## src/rtl/accel_ctl_pkg.sv

```systemverilog
package accel_ctl_pkg;

    localparam int CSR_AW   = 6;
    localparam int CSR_DW   = 32;
    localparam int CSR_SW   = CSR_DW / 8;
    localparam int N_ARG    = 5;
    localparam int PTR_W    = 2 * CSR_DW;

    localparam logic [1:0] RESP_OKAY = 2'b00;

    localparam int FLAG_START = 0;
    localparam int FLAG_DONE  = 1;
    localparam int FLAG_IDLE  = 2;

    // slot codes below N_ARG index the argument bank directly
    typedef enum logic [2:0] {
        SEL_SIZE  = 3'd0,
        SEL_PA_LO = 3'd1,
        SEL_PA_HI = 3'd2,
        SEL_PB_LO = 3'd3,
        SEL_PB_HI = 3'd4,
        SEL_CTRL  = 3'd5,
        SEL_NONE  = 3'd7
    } csr_sel_e;

    typedef struct packed {
        logic idle;
        logic done;
        logic start;
    } ctl_flags_t;

    typedef struct packed {
        logic [CSR_AW-1:0] addr;
        logic [CSR_DW-1:0] data;
        logic [CSR_SW-1:0] strb;
    } wr_req_t;

    function automatic csr_sel_e decode_addr(input logic [CSR_AW-1:0] a);
        csr_sel_e s;
        case (a)
            6'h00:   s = SEL_CTRL;
            6'h10:   s = SEL_SIZE;
            6'h18:   s = SEL_PA_LO;
            6'h1C:   s = SEL_PA_HI;
            6'h24:   s = SEL_PB_LO;
            6'h28:   s = SEL_PB_HI;
            default: s = SEL_NONE;
        endcase
        return s;
    endfunction

    function automatic logic is_arg(input csr_sel_e s);
        return (32'(s) < N_ARG);
    endfunction

    function automatic logic [CSR_DW-1:0] merge_bytes(
        input logic [CSR_DW-1:0] old_w,
        input logic [CSR_DW-1:0] new_w,
        input logic [CSR_SW-1:0] strb
    );
        logic [CSR_DW-1:0] r;
        r = old_w;
        for (int b = 0; b < CSR_SW; b++) begin
            if (strb[b]) r[b*8 +: 8] = new_w[b*8 +: 8];
        end
        return r;
    endfunction

    function automatic logic [CSR_DW-1:0] flags_word(input ctl_flags_t f);
        logic [CSR_DW-1:0] w;
        w = '0;
        w[FLAG_START] = f.start;
        w[FLAG_DONE]  = f.done;
        w[FLAG_IDLE]  = f.idle;
        return w;
    endfunction

endpackage

```

## src/rtl/accel_ctl_wr_if.sv

```systemverilog
module accel_ctl_wr_if
    import accel_ctl_pkg::*;
(
    input  logic              clk,
    input  logic              rst,
    input  logic [CSR_AW-1:0] awaddr,
    input  logic              awvalid,
    output logic              awready,
    input  logic [CSR_DW-1:0] wdata,
    input  logic [CSR_SW-1:0] wstrb,
    input  logic              wvalid,
    output logic              wready,
    output logic [1:0]        bresp,
    output logic              bvalid,
    input  logic              bready,
    output logic              wr_fire,
    output wr_req_t           wr_req
);

    logic    aw_full, w_full, bvalid_q;
    wr_req_t req_q;

    assign awready = !aw_full && !bvalid_q;
    assign wready  = !w_full  && !bvalid_q;
    assign wr_fire = aw_full && w_full && !bvalid_q;
    assign wr_req  = req_q;
    assign bvalid  = bvalid_q;
    assign bresp   = RESP_OKAY;

    always_ff @(posedge clk) begin
        if (rst) begin
            aw_full  <= 1'b0;
            w_full   <= 1'b0;
            bvalid_q <= 1'b0;
            req_q    <= '0;
        end else begin
            if (awvalid && awready) begin
                aw_full    <= 1'b1;
                req_q.addr <= awaddr;
            end
            if (wvalid && wready) begin
                w_full     <= 1'b1;
                req_q.data <= wdata;
                req_q.strb <= wstrb;
            end
            if (wr_fire) begin
                aw_full  <= 1'b0;
                w_full   <= 1'b0;
                bvalid_q <= 1'b1;
            end else if (bvalid_q && bready) begin
                bvalid_q <= 1'b0;
            end
        end
    end

endmodule

```

## src/rtl/accel_ctl_rd_if.sv

```systemverilog
module accel_ctl_rd_if
    import accel_ctl_pkg::*;
(
    input  logic              clk,
    input  logic              rst,
    input  logic              arvalid,
    output logic              arready,
    output logic [CSR_DW-1:0] rdata,
    output logic [1:0]        rresp,
    output logic              rvalid,
    input  logic              rready,
    input  logic [CSR_DW-1:0] rd_word,
    output logic              rd_fire
);

    logic              rvalid_q;
    logic [CSR_DW-1:0] rdata_q;

    assign arready = !rvalid_q;
    assign rd_fire = arvalid && arready;
    assign rvalid  = rvalid_q;
    assign rdata   = rdata_q;
    assign rresp   = RESP_OKAY;

    always_ff @(posedge clk) begin
        if (rst) begin
            rvalid_q <= 1'b0;
            rdata_q  <= '0;
        end else if (rd_fire) begin
            rvalid_q <= 1'b1;
            rdata_q  <= rd_word;
        end else if (rvalid_q && rready) begin
            rvalid_q <= 1'b0;
        end
    end

endmodule

```

## src/rtl/accel_ctl_status.sv

```systemverilog
module accel_ctl_status
    import accel_ctl_pkg::*;
(
    input  logic       clk,
    input  logic       rst,
    input  logic       launch_req,
    input  logic       flags_read,
    input  logic       krn_done,
    output ctl_flags_t flags
);

    ctl_flags_t f_q;
    logic       busy;

    assign busy  = f_q.start || !f_q.idle;
    assign flags = f_q;

    always_ff @(posedge clk) begin
        if (rst) begin
            f_q.start <= 1'b0;
            f_q.done  <= 1'b0;
            f_q.idle  <= 1'b1;
        end else begin
            if (krn_done) begin
                f_q.start <= 1'b0;
                f_q.idle  <= 1'b1;
            end else if (launch_req && !busy) begin
                f_q.start <= 1'b1;
                f_q.idle  <= 1'b0;
            end
            if (krn_done) begin
                f_q.done <= 1'b1;
            end else if (flags_read) begin
                f_q.done <= 1'b0;
            end
        end
    end

endmodule

```

## src/rtl/accel_ctl_args.sv

```systemverilog
module accel_ctl_args
    import accel_ctl_pkg::*;
(
    input  logic                         clk,
    input  logic                         rst,
    input  logic                         we,
    input  csr_sel_e                     sel,
    input  logic [CSR_DW-1:0]            data,
    input  logic [CSR_SW-1:0]            strb,
    output logic [N_ARG-1:0][CSR_DW-1:0] words
);

    for (genvar g = 0; g < N_ARG; g++) begin : g_slot
        always_ff @(posedge clk) begin
            if (rst) begin
                words[g] <= '0;
            end else if (we && (32'(sel) == g)) begin
                words[g] <= merge_bytes(words[g], data, strb);
            end
        end
    end

endmodule

```

## src/rtl/accel_ctl_regs.sv

```systemverilog
module accel_ctl_regs
    import accel_ctl_pkg::*;
(
    input  logic              clk,
    input  logic              rst,
    input  logic [CSR_AW-1:0] s_awaddr,
    input  logic              s_awvalid,
    output logic              s_awready,
    input  logic [CSR_DW-1:0] s_wdata,
    input  logic [CSR_SW-1:0] s_wstrb,
    input  logic              s_wvalid,
    output logic              s_wready,
    output logic [1:0]        s_bresp,
    output logic              s_bvalid,
    input  logic              s_bready,
    input  logic [CSR_AW-1:0] s_araddr,
    input  logic              s_arvalid,
    output logic              s_arready,
    output logic [CSR_DW-1:0] s_rdata,
    output logic [1:0]        s_rresp,
    output logic              s_rvalid,
    input  logic              s_rready,
    output logic              krn_start,
    input  logic              krn_done,
    output logic [CSR_DW-1:0] krn_size,
    output logic [PTR_W-1:0]  krn_ptr_a,
    output logic [PTR_W-1:0]  krn_ptr_b
);

    logic                         wr_fire, rd_fire;
    wr_req_t                      wr_req;
    csr_sel_e                     wr_sel, rd_sel;
    ctl_flags_t                   flags;
    logic [N_ARG-1:0][CSR_DW-1:0] arg_words;
    logic [CSR_DW-1:0]            rd_word;
    logic                         launch_req, flags_read;
    logic                         stat_idle, stat_done;

    assign wr_sel = decode_addr(wr_req.addr);
    assign rd_sel = decode_addr(s_araddr);

    accel_ctl_wr_if wr_i (
        .clk(clk), .rst(rst),
        .awaddr(s_awaddr), .awvalid(s_awvalid), .awready(s_awready),
        .wdata(s_wdata), .wstrb(s_wstrb), .wvalid(s_wvalid), .wready(s_wready),
        .bresp(s_bresp), .bvalid(s_bvalid), .bready(s_bready),
        .wr_fire(wr_fire), .wr_req(wr_req)
    );

    accel_ctl_rd_if rd_i (
        .clk(clk), .rst(rst),
        .arvalid(s_arvalid), .arready(s_arready),
        .rdata(s_rdata), .rresp(s_rresp), .rvalid(s_rvalid), .rready(s_rready),
        .rd_word(rd_word), .rd_fire(rd_fire)
    );

    assign launch_req = wr_fire && (wr_sel == SEL_CTRL)
                        && wr_req.strb[0] && wr_req.data[FLAG_START];
    assign flags_read = rd_fire && (rd_sel == SEL_CTRL);

    accel_ctl_status st_i (
        .clk(clk), .rst(rst),
        .launch_req(launch_req), .flags_read(flags_read),
        .krn_done(krn_done), .flags(flags)
    );

    accel_ctl_args args_i (
        .clk(clk), .rst(rst),
        .we(wr_fire && is_arg(wr_sel)), .sel(wr_sel),
        .data(wr_req.data), .strb(wr_req.strb),
        .words(arg_words)
    );

    always_comb begin
        rd_word = '0;
        if (rd_sel == SEL_CTRL) begin
            rd_word = flags_word(flags);
        end else if (is_arg(rd_sel)) begin
            rd_word = arg_words[rd_sel];
        end
    end

    assign krn_start = flags.start;
    assign krn_size  = arg_words[SEL_SIZE];
    assign krn_ptr_a = {arg_words[SEL_PA_HI], arg_words[SEL_PA_LO]};
    assign krn_ptr_b = {arg_words[SEL_PB_HI], arg_words[SEL_PB_LO]};
    assign stat_idle = flags.idle;
    assign stat_done = flags.done;

endmodule

```

## config.mk

```make
export PLATFORM = sky130hd
export DESIGN_NAME = accel_ctl_regs
export DESIGN_NICKNAME = d
export VERILOG_FILES = /design/src/rtl/accel_ctl_pkg.sv /design/src/rtl/accel_ctl_wr_if.sv /design/src/rtl/accel_ctl_rd_if.sv /design/src/rtl/accel_ctl_status.sv /design/src/rtl/accel_ctl_args.sv /design/src/rtl/accel_ctl_regs.sv
export SDC_FILE = /design/constraint.sdc
export NUM_CORES = 1
export LEC_CHECK = 0
export BUFFER_PORTS_ARGS = -buffer_cell sky130_fd_sc_hd__buf_2
export CORE_MARGIN = 2
export CORE_UTILIZATION = 51
export DETAILED_ROUTE_END_ITERATION = 10
export HOLD_SLACK_MARGIN = 0.08
export PLACE_DENSITY = 0.8
export SKIP_CTS_REPAIR_TIMING = 1
export SLEW_MARGIN = 5
export SYNTH_ARGS = -nofsm -noshare
export SYNTH_HDL_FRONTEND = slang
export SYNTH_SLANG_ARGS = --single-unit
```

## constraint.sdc

```tcl
create_clock -name clk -period 2.7 [get_ports clk]
set_input_delay 0.54 -clock clk [delete_from_list [all_inputs] [get_ports clk]]
set_output_delay 0.54 -clock clk [all_outputs]
set_load 0.02 [all_outputs]
```

==> metrics.yaml, run 1 <==
yosys:
  synth_top_family_by_area: "simple AND/OR/NAND/NOR gates"
  ys_async_sr_fraction_pct: 0
  synth_most_common_cell: "sky130_fd_sc_hd__dfxtp_1"
  syn_area_per_cell_um2: 8.973
  syn_area_mm2: 0.01026
  complex_gate_fraction_of_the_synthesized_area_pct: 16.71
  synth_warnings: 0
  post_synth_main_area_contributors: "sky130_fd_sc_hd__dfxtp_1, sky130_fd_sc_hd__mux2i_1, sky130_fd_sc_hd__nand2_1"
  edff_count_synth: 0
  yosys_register_bits: 241
  synth.area.mux_share_pct: 13.19
  synth.largest_area_cell: "sky130_fd_sc_hd__dfxtp_1"
  ys.flop_type: "sky130_fd_sc_hd__dfxtp_1"
  post_synth_xor_area_fraction_pct: 0
  netlist_instances: 1143
  synth_cell_types: 48
  synth_sequential_area_ratio_pct: 47.04
  synth_adder_area_share_pct: 0
  post_synth_and_or_nand_nor_area_fraction_pct: 19.13
  synth_common_cells: "sky130_fd_sc_hd__dfxtp_1, sky130_fd_sc_hd__nand2_1, sky130_fd_sc_hd__nor2_1"
  area_share_of_the_largest_cell_type_after_synthesis_pct: 47.04
sta:
  final_min_period_over_clock_period_pct: 81.65
  max-slew-margin-rel_pct: 30.63
  max_slew_violation_total_from_the_final_report: 0
  hold_ws_ps: 248.9
  finalSetupTns_ps: 0
  finalSetupViolations: 0
  rsz0062_at_grt: "false"
  achievable-frequency_mhz: 453.6
  worst-slew-pin-transition_ps: 1041
  hold_viol: 0
  setup_slack_ps: 495.3
  fin_crit_ps: 2205
  skew_ps: 13.87
critical_path:
  crit_path_cell_trace: "and3b_1, nand2_1, nor2_1, nand2_1, a21oi_1"
  timing.critical_path.slowest_cell_delay_ps: 650
  timing.critical_path.required_ps: 3150
  cp_top_family: "simple AND/OR/NAND/NOR gates"
  critPathKind: "reg -> reg"
  endpoint_kind: "register"
  critical-path-top-cell-by-count: "sky130_fd_sc_hd__nand2_1"
  cp-start-kind: "register"
  cp_data_arrival_time_ps: 2660
  timing.critical_path.buf_inv: 0
  worst-path-max-fanout: 10
  crit_path_top_delay_cell: "sky130_fd_sc_hd__nor2_1"
power_and_ir_drop:
  max-vdd-ir-drop_mv: 0.4637
  finalPower_mw: 7.421
  p_leak_nw: 5.611
  power_density_mw_per_mm2: 588.3
floorplan:
  floorplan.die_area_mm2: 0.02126
  io_pins: 258
  die_x_um: 145.8
  rows: 51
  initial_utilization_pct: 52.35
  die_height_um: 145.8
  core_mm2: 0.01959
clock_tree:
  path_clk_slew_ps: 60
  root_driver: "sky130_fd_sc_hd__clkbuf_16"
  clock_sink_total: 241
  htree_levels: 1
  ctsLongestPathBuffers: 3
  insertion_delay_ps: 530
  cts-buffers-inserted: 25
  tritoncts: "built"
grt:
  grt_first_pass_wirelength_um: 50180
  gr-max-usage-layer: "met2"
  grt_max_degree: 91
  track_usage_pct: 29.23
  antenna_found_initial: 2
  met3_usage_pct: 5.580
  grt_pass1_vias: 9053
  grt_use_met1_pct: 39.00
  grt_overflow_total: 0
  globalRouteMet2Util_pct: 47.33
layout:
  layout-drive-gt1-share_pct: 27.72
  area_delta_synth_final_pct: 23.01
  nets: 1433
  insertedDiodeCount: 0
  fin_cells: 1661
  finalCoreUtilization_pct: 64.40
  num-fill-cells: 1681
  fin_area_mm2: 0.01262
placed_design:
  portBuffers: 253
  worst_setup_slack_post_dpl_ps: 235.3
  postPlaceCellArea_mm2: 0.01183
  place.gp.congestion: 0.8457
  place.detailed.hpwl_um: 22020
  place_inst: 1615
min_path:
  min_path_type: "in -> reg"
drt:
  drc_errors: 0
  finalWirelength_um: 32370
  detailroute.via_count: 9549
  avgViaCountPerCell: 5.749
  detail-route-antenna-nets: 0
  first_pass_iters: 5
  wire_per_inst_um: 19.49
  dr.first_iter.drc_count: 735
run:
  max-cap-violations: 0
outcome:
  outcome: "completed"
-- cells by family (layout without fill, tap and decap cells) --
| group | after synthesis | after routing |
|---|---|---|
| other | 1 | 4 |
| AOI/OAI and AO/OA | 239 | 239 |
| buffers and inverters | 86 | 336 |
| DFF | 241 | 241 |
| and+or+nand+nor | 441 | 441 |
| muxes | 135 | 135 |
-- cells in the final DEF, fill, tap and decap left out, types with 2 or more instances in the layout --
cell,n
sky130_fd_sc_hd__inv_6,2
sky130_fd_sc_hd__o21ai_1,28
sky130_fd_sc_hd__a221oi_2,29
sky130_fd_sc_hd__nand4b_1,2
sky130_fd_sc_hd__conb_1,4
sky130_fd_sc_hd__nand2_1,178
sky130_fd_sc_hd__nor4_1,2
sky130_fd_sc_hd__and2_1,2
sky130_fd_sc_hd__a31o_2,2
sky130_fd_sc_hd__nor2_2,11
sky130_fd_sc_hd__and3_1,41
sky130_fd_sc_hd__a22oi_1,15
sky130_fd_sc_hd__clkbuf_16,25
sky130_fd_sc_hd__nand3_1,27
sky130_fd_sc_hd__nor4bb_1,2
sky130_fd_sc_hd__dfxtp_1,241
sky130_fd_sc_hd__nand3_2,3
sky130_fd_sc_hd__nand2b_1,3
sky130_fd_sc_hd__a31oi_1,3
sky130_fd_sc_hd__clkbuf_8,7
sky130_fd_sc_hd__buf_2,252
sky130_fd_sc_hd__nor3_2,2
sky130_fd_sc_hd__mux2i_1,134
sky130_fd_sc_hd__o31a_1,3
sky130_fd_sc_hd__a21boi_0,28
sky130_fd_sc_hd__nand4_1,4
sky130_fd_sc_hd__clkbuf_1,3
sky130_fd_sc_hd__buf_4,31
sky130_fd_sc_hd__o21ai_0,34
sky130_fd_sc_hd__nor3_1,2
sky130_fd_sc_hd__clkinv_2,9
sky130_fd_sc_hd__inv_1,2
sky130_fd_sc_hd__a21oi_1,75
sky130_fd_sc_hd__buf_12,4
sky130_fd_sc_hd__a221oi_1,17
sky130_fd_sc_hd__and3b_1,4
sky130_fd_sc_hd__nor2_1,146
sky130_fd_sc_hd__nor2b_1,2
-- routing by layer --
metal	up-vias	wire, um
met5	-	27
li1	4472	-
met1	4492	13320
met3	90	2991
met2	491	14990
met4	4	1042
-- cell type report --
class                           count  area [um2]  area share, %
Multi-Input combinational cell    819        5075          40.23
Sequential cell                   241        4825          38.24
Timing Repair Buffer              288        1588          12.59
Clock buffer                       34       719.4          5.703
Tap cell                          265       331.6          2.628
Clock inverter                     12       70.07         0.5554
Inverter                            2       7.507        0.05951
-- where the power goes --
part           internal [mW]  total (mW)  switching (mW)
Clock                   1.87        3.33            1.46
Sequential              3.60        3.68          0.0724
Combinational          0.124       0.412           0.288
-- path summary, 6_finish.rpt --
| kind | startpoint | endpoint | slack [ps] | cells past startpoint |
|---|---|---|---|---|
| setup / recovery | wr_i.w_full | args_i.words[132] | 500 | 5 |
| hold / removal | s_awaddr[5] | wr_i.wr_req[41] | 250 | 3 |
| setup reg to reg | wr_i.w_full | args_i.words[132] | 500 | 5 |
| hold reg to reg | rd_i.rdata[2] | rd_i.rdata[2] | 480 | 2 |
-- tightest hold or removal path: stages --
cell and delay [ps]:
sky130_fd_sc_hd__buf_2 70, sky130_fd_sc_hd__mux2i_1 50, sky130_fd_sc_hd__nor2_1 70
-- flip-flops by register name, summed over array words and instances (netlist names) --
name	flops
wr_i.aw_full	1
args_i.words	160
wr_i.bvalid	1
wr_i.wr_req	42
wr_i.w_full	1
st_i.flags	3
rd_i.rdata	32
rd_i.rvalid	1
Power figures use the tool's default switching activity.
==> run 2, diff against run 1 <==
clock period = 2.11 ns   (was 2.7 ns; I/O delays follow)
==> run 2 against run 1 <==
Final area up 2.7%; largest power group unchanged; count of clock-buffer cells in the layout up 5; die area unchanged; sequential share of layout area down 1.0 points; highest routed layer unchanged; critical endpoint is now args_i.words[2]; flip-flop and latch count unchanged; maximum frequency up 8.0%; critical path type unchanged; clock skew up 7.8 ps; core utilization up 1.7 points; worst hold slack worse by 130 ps.
==> metrics.yaml, run 2 (same netlist as run 1, synthesis figures left out) <==
power_and_ir_drop:
  net-switching-power_mw: 2.293  # was 1.821 mW
  power.share.combinational_pct: 5.7  # was 5.5%
  p_leak_nw: 5.760  # was 5.611 nW
  clock_power_share_pct: 46.1  # was 44.9%
  switching_part_of_the_total_power_pct: 23.50  # was 24.54%
  finalPower_mw: 9.755  # was 7.421 mW
  intPower_mw: 7.462  # was 5.600 mW
  max-vdd-ir-drop_mv: 0.6346  # was 0.4637 mV
  power_density_mw_per_mm2: 753.0  # was 588.3 mW/mm2
  seq_power_share_pct: 48.3  # was 49.5%
floorplan:
  io_pins: 258  # unchanged
  die_height_um: 145.8  # unchanged
  rows: 51  # unchanged
  initial_utilization_pct: 52.35  # unchanged
  core_mm2: 0.01959  # unchanged
  floorplan.die_area_mm2: 0.02126  # unchanged
  die_x_um: 145.8  # unchanged
drt:
  detailroute.via_count: 9744  # was 9549
  dr.first_iter.drc_count: 872  # was 735
  wire_per_inst_um: 19.45  # was 19.49 um
  drc_errors: 0  # unchanged
  avgViaCountPerCell: 5.803  # was 5.749
  first_pass_iters: 6  # was 5
  finalWirelength_um: 32660  # was 32370 um
  detail-route-antenna-nets: 0  # unchanged
layout:
  area_delta_synth_final_pct: 26.30  # was 23.01%
  most-common-layout-cells: "sky130_fd_sc_hd__buf_2, sky130_fd_sc_hd__dfxtp_1, sky130_fd_sc_hd__nand2_1, sky130_fd_sc_hd__nor2_1, sky130_fd_sc_hd__mux2i_1"  # unchanged
  layout-drive-gt1-share_pct: 28.38  # was 27.72%
  fin_cells: 1679  # was 1661
  fin_area_mm2: 0.01295  # was 0.01262 mm2
  final-seq-area_mm2: 0.004825  # unchanged
  nets: 1451  # was 1433
  layout.cells.most_common: "sky130_fd_sc_hd__buf_2"  # unchanged
  largest_reg_flops: 160  # unchanged
  regMostFlops: "args_i.words"  # unchanged
  num-fill-cells: 1604  # was 1681
  multi_input_area_mm2: 0.005075  # unchanged
critical_path:
  cp_top_family: "simple AND/OR/NAND/NOR gates"  # unchanged
  endpoint_kind: "register"  # unchanged
  r2r_start: "wr_i.wr_req[36]"  # was wr_i.w_full
  cp-start-kind: "register"  # unchanged
  critPathKind: "reg -> reg"  # unchanged
  timing.critical_path.required_ps: 2510  # was 3150 ps
  crit_path_cell_trace: "nor3_2, nor4bb_1, buf_4, nand3_2, mux2i_1, nor2_1"  # was and3b_1, nand2_1, nor2_1, nand2_1, a21oi_1
  worst-path-max-fanout: 8  # was 10
  critical_path.startpoint: "wr_i.wr_req[36]"  # was wr_i.w_full
  crit_path_top_delay_cell: "sky130_fd_sc_hd__nor3_2"  # was sky130_fd_sc_hd__nor2_1
  cp_data_arrival_time_ps: 2440  # was 2660 ps
  timing.critical_path.slowest_cell_delay_ps: 360  # was 650 ps
  timing.critical_path.buf_inv: 1  # was 0
grt:
  track_usage_pct: 29.50  # was 29.23%
  grt_max_degree: 63  # was 91
  antenna_found_initial: 1  # was 2
  grt_first_pass_wirelength_um: 50660  # was 50180 um
  grt_pass1_vias: 9193  # was 9053
  grt_overflow_total: 0  # unchanged
clock_tree:
  ctsLongestPathBuffers: 3  # unchanged
  path_clk_slew_ps: 60  # about the same
  tritoncts: "built"  # unchanged
  clock_sink_total: 241  # unchanged
  cts-buffers-inserted: 26  # was 25
  insertion_delay_ps: 540  # was 530 ps
  htree_levels: 1  # unchanged
  root_driver: "sky130_fd_sc_hd__clkbuf_16"  # unchanged
sta:
  hold_viol: 0  # unchanged
  worst-slew-pin-transition_ps: 880.2  # was 1041 ps
  rsz0062_at_grt: "true"  # was false
  finalSetupViolations: 0  # unchanged
  max-slew-margin-rel_pct: 41.32  # was 30.63%
  achievable-frequency_mhz: 490.0  # was 453.6 MHz
  max_slew_violation_total_from_the_final_report: 0  # unchanged
  fin_crit_ps: 2041  # was 2205 ps
  setup_slack_ps: 69.21  # was 495.3 ps
  final_min_period_over_clock_period_pct: 96.72  # was 81.65%
  skew_ps: 21.69  # was 13.87 ps
run:
  max-cap-violations: 0  # unchanged
min_path:
  min_path_type: "in -> reg"  # unchanged
  timing.hold.worst.start: "s_wdata[2]"  # was s_awaddr[5]
placed_design:
  postPlaceCellArea_mm2: 0.01210  # was 0.01183 mm2
  worst_setup_slack_post_dpl_ps: 40.95  # was 235.3 ps
  place_inst: 1632  # was 1615
  portBuffers: 253  # unchanged
  place.gp.congestion: 0.8368  # was 0.8457
  place.detailed.hpwl_um: 22260  # was 22020 um
outcome:
  outcome: "completed"  # unchanged
[run 2: changes by cell type in the layout (fill, tap and decap cells not counted), sizes merged]
cell    change
buf        +17
bufinv      +1
clkbuf      +5
clkinv      -5
diode       +1
inv         -1
[run 2: layer usage]
layer / up-vias / global-route usage, % / share of wire, %
met5: - / 0 / 0.034
met2: 557 / 46.37 / 46
met3: 94 / 5.862 / 10
li1: 4511 / - / -
met1: 4580 / 39.88 / 40
met4: 2 / 11.91 / 3.5
[run 2: area by class of cell]
cell class | count | area share (%)
antenna | 1 | 0.01932
clock inverter | 7 | 0.5119
multi-input combinational | 819 | 39.18
tap | 265 | 2.560
timing repair buffer | 305 | 14.40
inverter | 2 | 0.05795
clock buffer | 39 | 6.027
sequential | 241 | 37.25
[run 2: through the flow]
step           setup TNS (ps)  hold slack (ps)  util, %
2_1_floorplan               0            445.6        -
3_3_place_gp                0            463.4    61.79
3_5_place_dp                0            464.9    61.79
4_1_cts                     0            111.4    66.11
5_1_grt                 -1976            122.8    66.11
6_report                    0            117.2    66.12
[run 2: worst paths after layout]
check	slack [ps]	cells after the start	endpoint
max	70	6	args_i.words[2]
min	120	3	wr_i.wr_req[6]
max reg2reg	70	6	args_i.words[2]
min reg2reg	480	2	rd_i.rdata[2]
[run 2: power groups by stage]
stage                     sequential, mW  combinational [mW]  clock [mW]
after global placement              4.80               0.530           0
final                               4.71               0.553        4.49
after CTS                           4.71               0.542        4.53
after floorplan                     4.78               0.332           0
after global routing                4.72               0.594        4.74
after detailed placement            4.81               0.538           0
[run 2: worst register-to-register path, stage by stage, from the launching register on]
cell and delay, ps:
sky130_fd_sc_hd__dfxtp_1 330, sky130_fd_sc_hd__nor3_2 360, sky130_fd_sc_hd__nor4bb_1 360, sky130_fd_sc_hd__buf_4 200, sky130_fd_sc_hd__nand3_2 310, sky130_fd_sc_hd__mux2i_1 300
sky130_fd_sc_hd__nor2_1 50
==> run 3, diff against run 2 <==
CORE_ASPECT_RATIO = 1.4   (was not set)
clock period = 1.9 ns   (was 2.11 ns; I/O delays follow)
==> run 3 against run 2 <==
Final cell count increased by 0.77%; combinational power up 23%; via count up 1.4%; maximum frequency rose by 11%; clock skew down 10 ps; flip-flop and latch count stayed put; worst hold slack worse by 17 ps; critical path type unchanged.
==> metrics.yaml, run 3 (same netlist as run 1, synthesis figures left out) <==
grt:
  grt_pass1_vias: 9400  # was 9193
  grt_max_degree: 58  # was 63
  grt_overflow_total: 0  # unchanged
  grt_first_pass_wirelength_um: 50160  # was 50660 um
  antenna_found_initial: 0  # was 1
  track_usage_pct: 30.25  # was 29.50%
clock_tree:
  tritoncts: "built"  # unchanged
  htree_levels: 1  # unchanged
  clock_sink_total: 241  # unchanged
  path_clk_slew_ps: 70  # was 60 ps
  insertion_delay_ps: 520  # was 540 ps
  cts-buffers-inserted: 23  # was 26
  ctsLongestPathBuffers: 3  # unchanged
  root_driver: "sky130_fd_sc_hd__clkbuf_16"  # unchanged
critical_path:
  timing.reg2reg.setup_slack_ps: 70  # about the same
  critPathKind: "reg -> reg"  # unchanged
  timing.critical_path.required_ps: 2280  # was 2510 ps
  endpoint_kind: "register"  # unchanged
  timing.critical_path.slowest_cell_delay_ps: 350  # was 360 ps
  worst-path-max-fanout: 8  # unchanged
  crit_path_top_delay_cell: "sky130_fd_sc_hd__dfxtp_1"  # was sky130_fd_sc_hd__nor3_2
  cp_top_family: "simple AND/OR/NAND/NOR gates"  # unchanged
  cp_data_arrival_time_ps: 2220  # was 2440 ps
  cp-start-kind: "register"  # unchanged
  timing.critical_path.buf_inv: 1  # unchanged
  crit_path_cell_trace: "nor3_4, nor4bb_2, buf_4, nand3_4, mux2i_1, nor2_1"  # was nor3_2, nor4bb_1, buf_4, nand3_2, mux2i_1, nor2_1
floorplan:
  core_mm2: 0.01977  # was 0.01959 mm2
  die_height_um: 171.8  # was 145.8 um
  floorplan.die_area_mm2: 0.02128  # was 0.02126 mm2
  rows: 61  # was 51
  io_pins: 258  # unchanged
  die_x_um: 123.9  # was 145.8 um
  initial_utilization_pct: 51.88  # was 52.35%
sta:
  final_min_period_over_clock_period_pct: 96.52  # was 96.72%
  hold_ws_ps: 99.84  # was 117.2 ps
  max_slew_violation_total_from_the_final_report: 0  # unchanged
  worst-slew-pin-transition_ps: 491.6  # was 880.2 ps
  fin_crit_ps: 1834  # was 2041 ps
  hold_viol: 0  # unchanged
  achievable-frequency_mhz: 545.3  # was 490.0 MHz
  skew_ps: 11.73  # was 21.69 ps
  finalSetupViolations: 0  # unchanged
  finalSetupTns_ps: 0  # unchanged
  max-slew-margin-rel_pct: 66.78  # was 41.32%
drt:
  dr.first_iter.drc_count: 916  # was 872
  drc_errors: 0  # unchanged
  wire_per_inst_um: 19.98  # was 19.45 um
  avgViaCountPerCell: 5.842  # was 5.803
  detailroute.via_count: 9884  # was 9744
  detail-route-antenna-nets: 0  # unchanged
  finalWirelength_um: 33810  # was 32660 um
  first_pass_iters: 5  # was 6
power_and_ir_drop:
  p_leak_nw: 5.900  # was 5.760 nW
  max-vdd-ir-drop_mv: 0.6645  # was 0.6346 mV
  finalPower_mw: 10.89  # was 9.755 mW
  power_density_mw_per_mm2: 825.9  # was 753.0 mW/mm2
min_path:
  min_path_type: "in -> reg"  # unchanged
layout:
  area_delta_synth_final_pct: 28.51  # was 26.30%
  most-common-layout-cells: "sky130_fd_sc_hd__buf_2, sky130_fd_sc_hd__dfxtp_1, sky130_fd_sc_hd__nand2_1, sky130_fd_sc_hd__nor2_1, sky130_fd_sc_hd__mux2i_1"  # unchanged
  layout-drive-gt1-share_pct: 30.21  # was 28.38%
  regMostFlops: "args_i.words"  # unchanged
  insertedDiodeCount: 0  # was 1
  nets: 1479  # was 1451
  fin_area_mm2: 0.01318  # was 0.01295 mm2
  largest_reg_flops: 160  # unchanged
  layout.cells.most_common: "sky130_fd_sc_hd__buf_2"  # unchanged
  fin_cells: 1692  # was 1679
outcome:
  outcome: "completed"  # unchanged
placed_design:
  place.gp.congestion: 0.8773  # was 0.8368
  portBuffers: 253  # unchanged
  place_inst: 1650  # was 1632
  place.detailed.hpwl_um: 23320  # was 22260 um
  postPlaceCellArea_mm2: 0.01231  # was 0.01210 mm2
run:
  max-cap-violations: 0  # unchanged
[run 3: final timing paths]
path	from	to	depth (start not counted)
worst min-delay path	s_wdata[25]	wr_i.wr_req[29]	3
worst min register to register	rd_i.rdata[2]	rd_i.rdata[2]	2
worst max register to register	wr_i.wr_req[37]	args_i.words[9]	6
worst max-delay path	wr_i.wr_req[37]	args_i.words[9]	6
[run 3: through the flow]
stage               setup slack (ps)  util (%)
finish                         66.03     66.68
global route                  -2.429     66.68
CTS                           -41.99     66.49
detailed placement            -119.6     62.30
global placement              -92.08     62.30
floorplan                      10.53         -
[run 3: power breakdown]
group          switching, mW  internal, mW  total (mW)  leakage [nW]
combinational          0.439         0.242       0.681          3.54
sequential             0.101          5.12        5.22          1.95
clock                   2.04          2.95        4.98         0.410
total                   2.58          8.31        10.9          5.90
[run 3: worst min-delay path: cells and delay by family]
kind,cells,cell delay (ps)
AO/OA/AOI/OAI,1,50
buffers and inverters,1,100
AND/OR/NAND/NOR,1,40
[run 3: area by class of cell]
| cell class | count | area [um2] |
|---|---|---|
| Clock buffer | 28 | 634.4 |
| Tap cell | 252 | 315.3 |
| Clock inverter | 14 | 195.2 |
| Inverter | 2 | 7.507 |
| Sequential cell | 241 | 4825 |
| Fill cell | 1591 | 6588 |
| Timing Repair Buffer | 336 | 2086 |
| Multi-Input combinational cell | 819 | 5117 |
[run 3: layer usage]
layer / track usage [%] / wire (um) / up-vias
li1: - / - / 4554
met1: 36.36 / 13100 / 4663
met2: 50.45 / 16280 / 522
met3: 4.808 / 2460 / 145
met4: 17.89 / 1971 / 0
met5: 0 / 0 / -
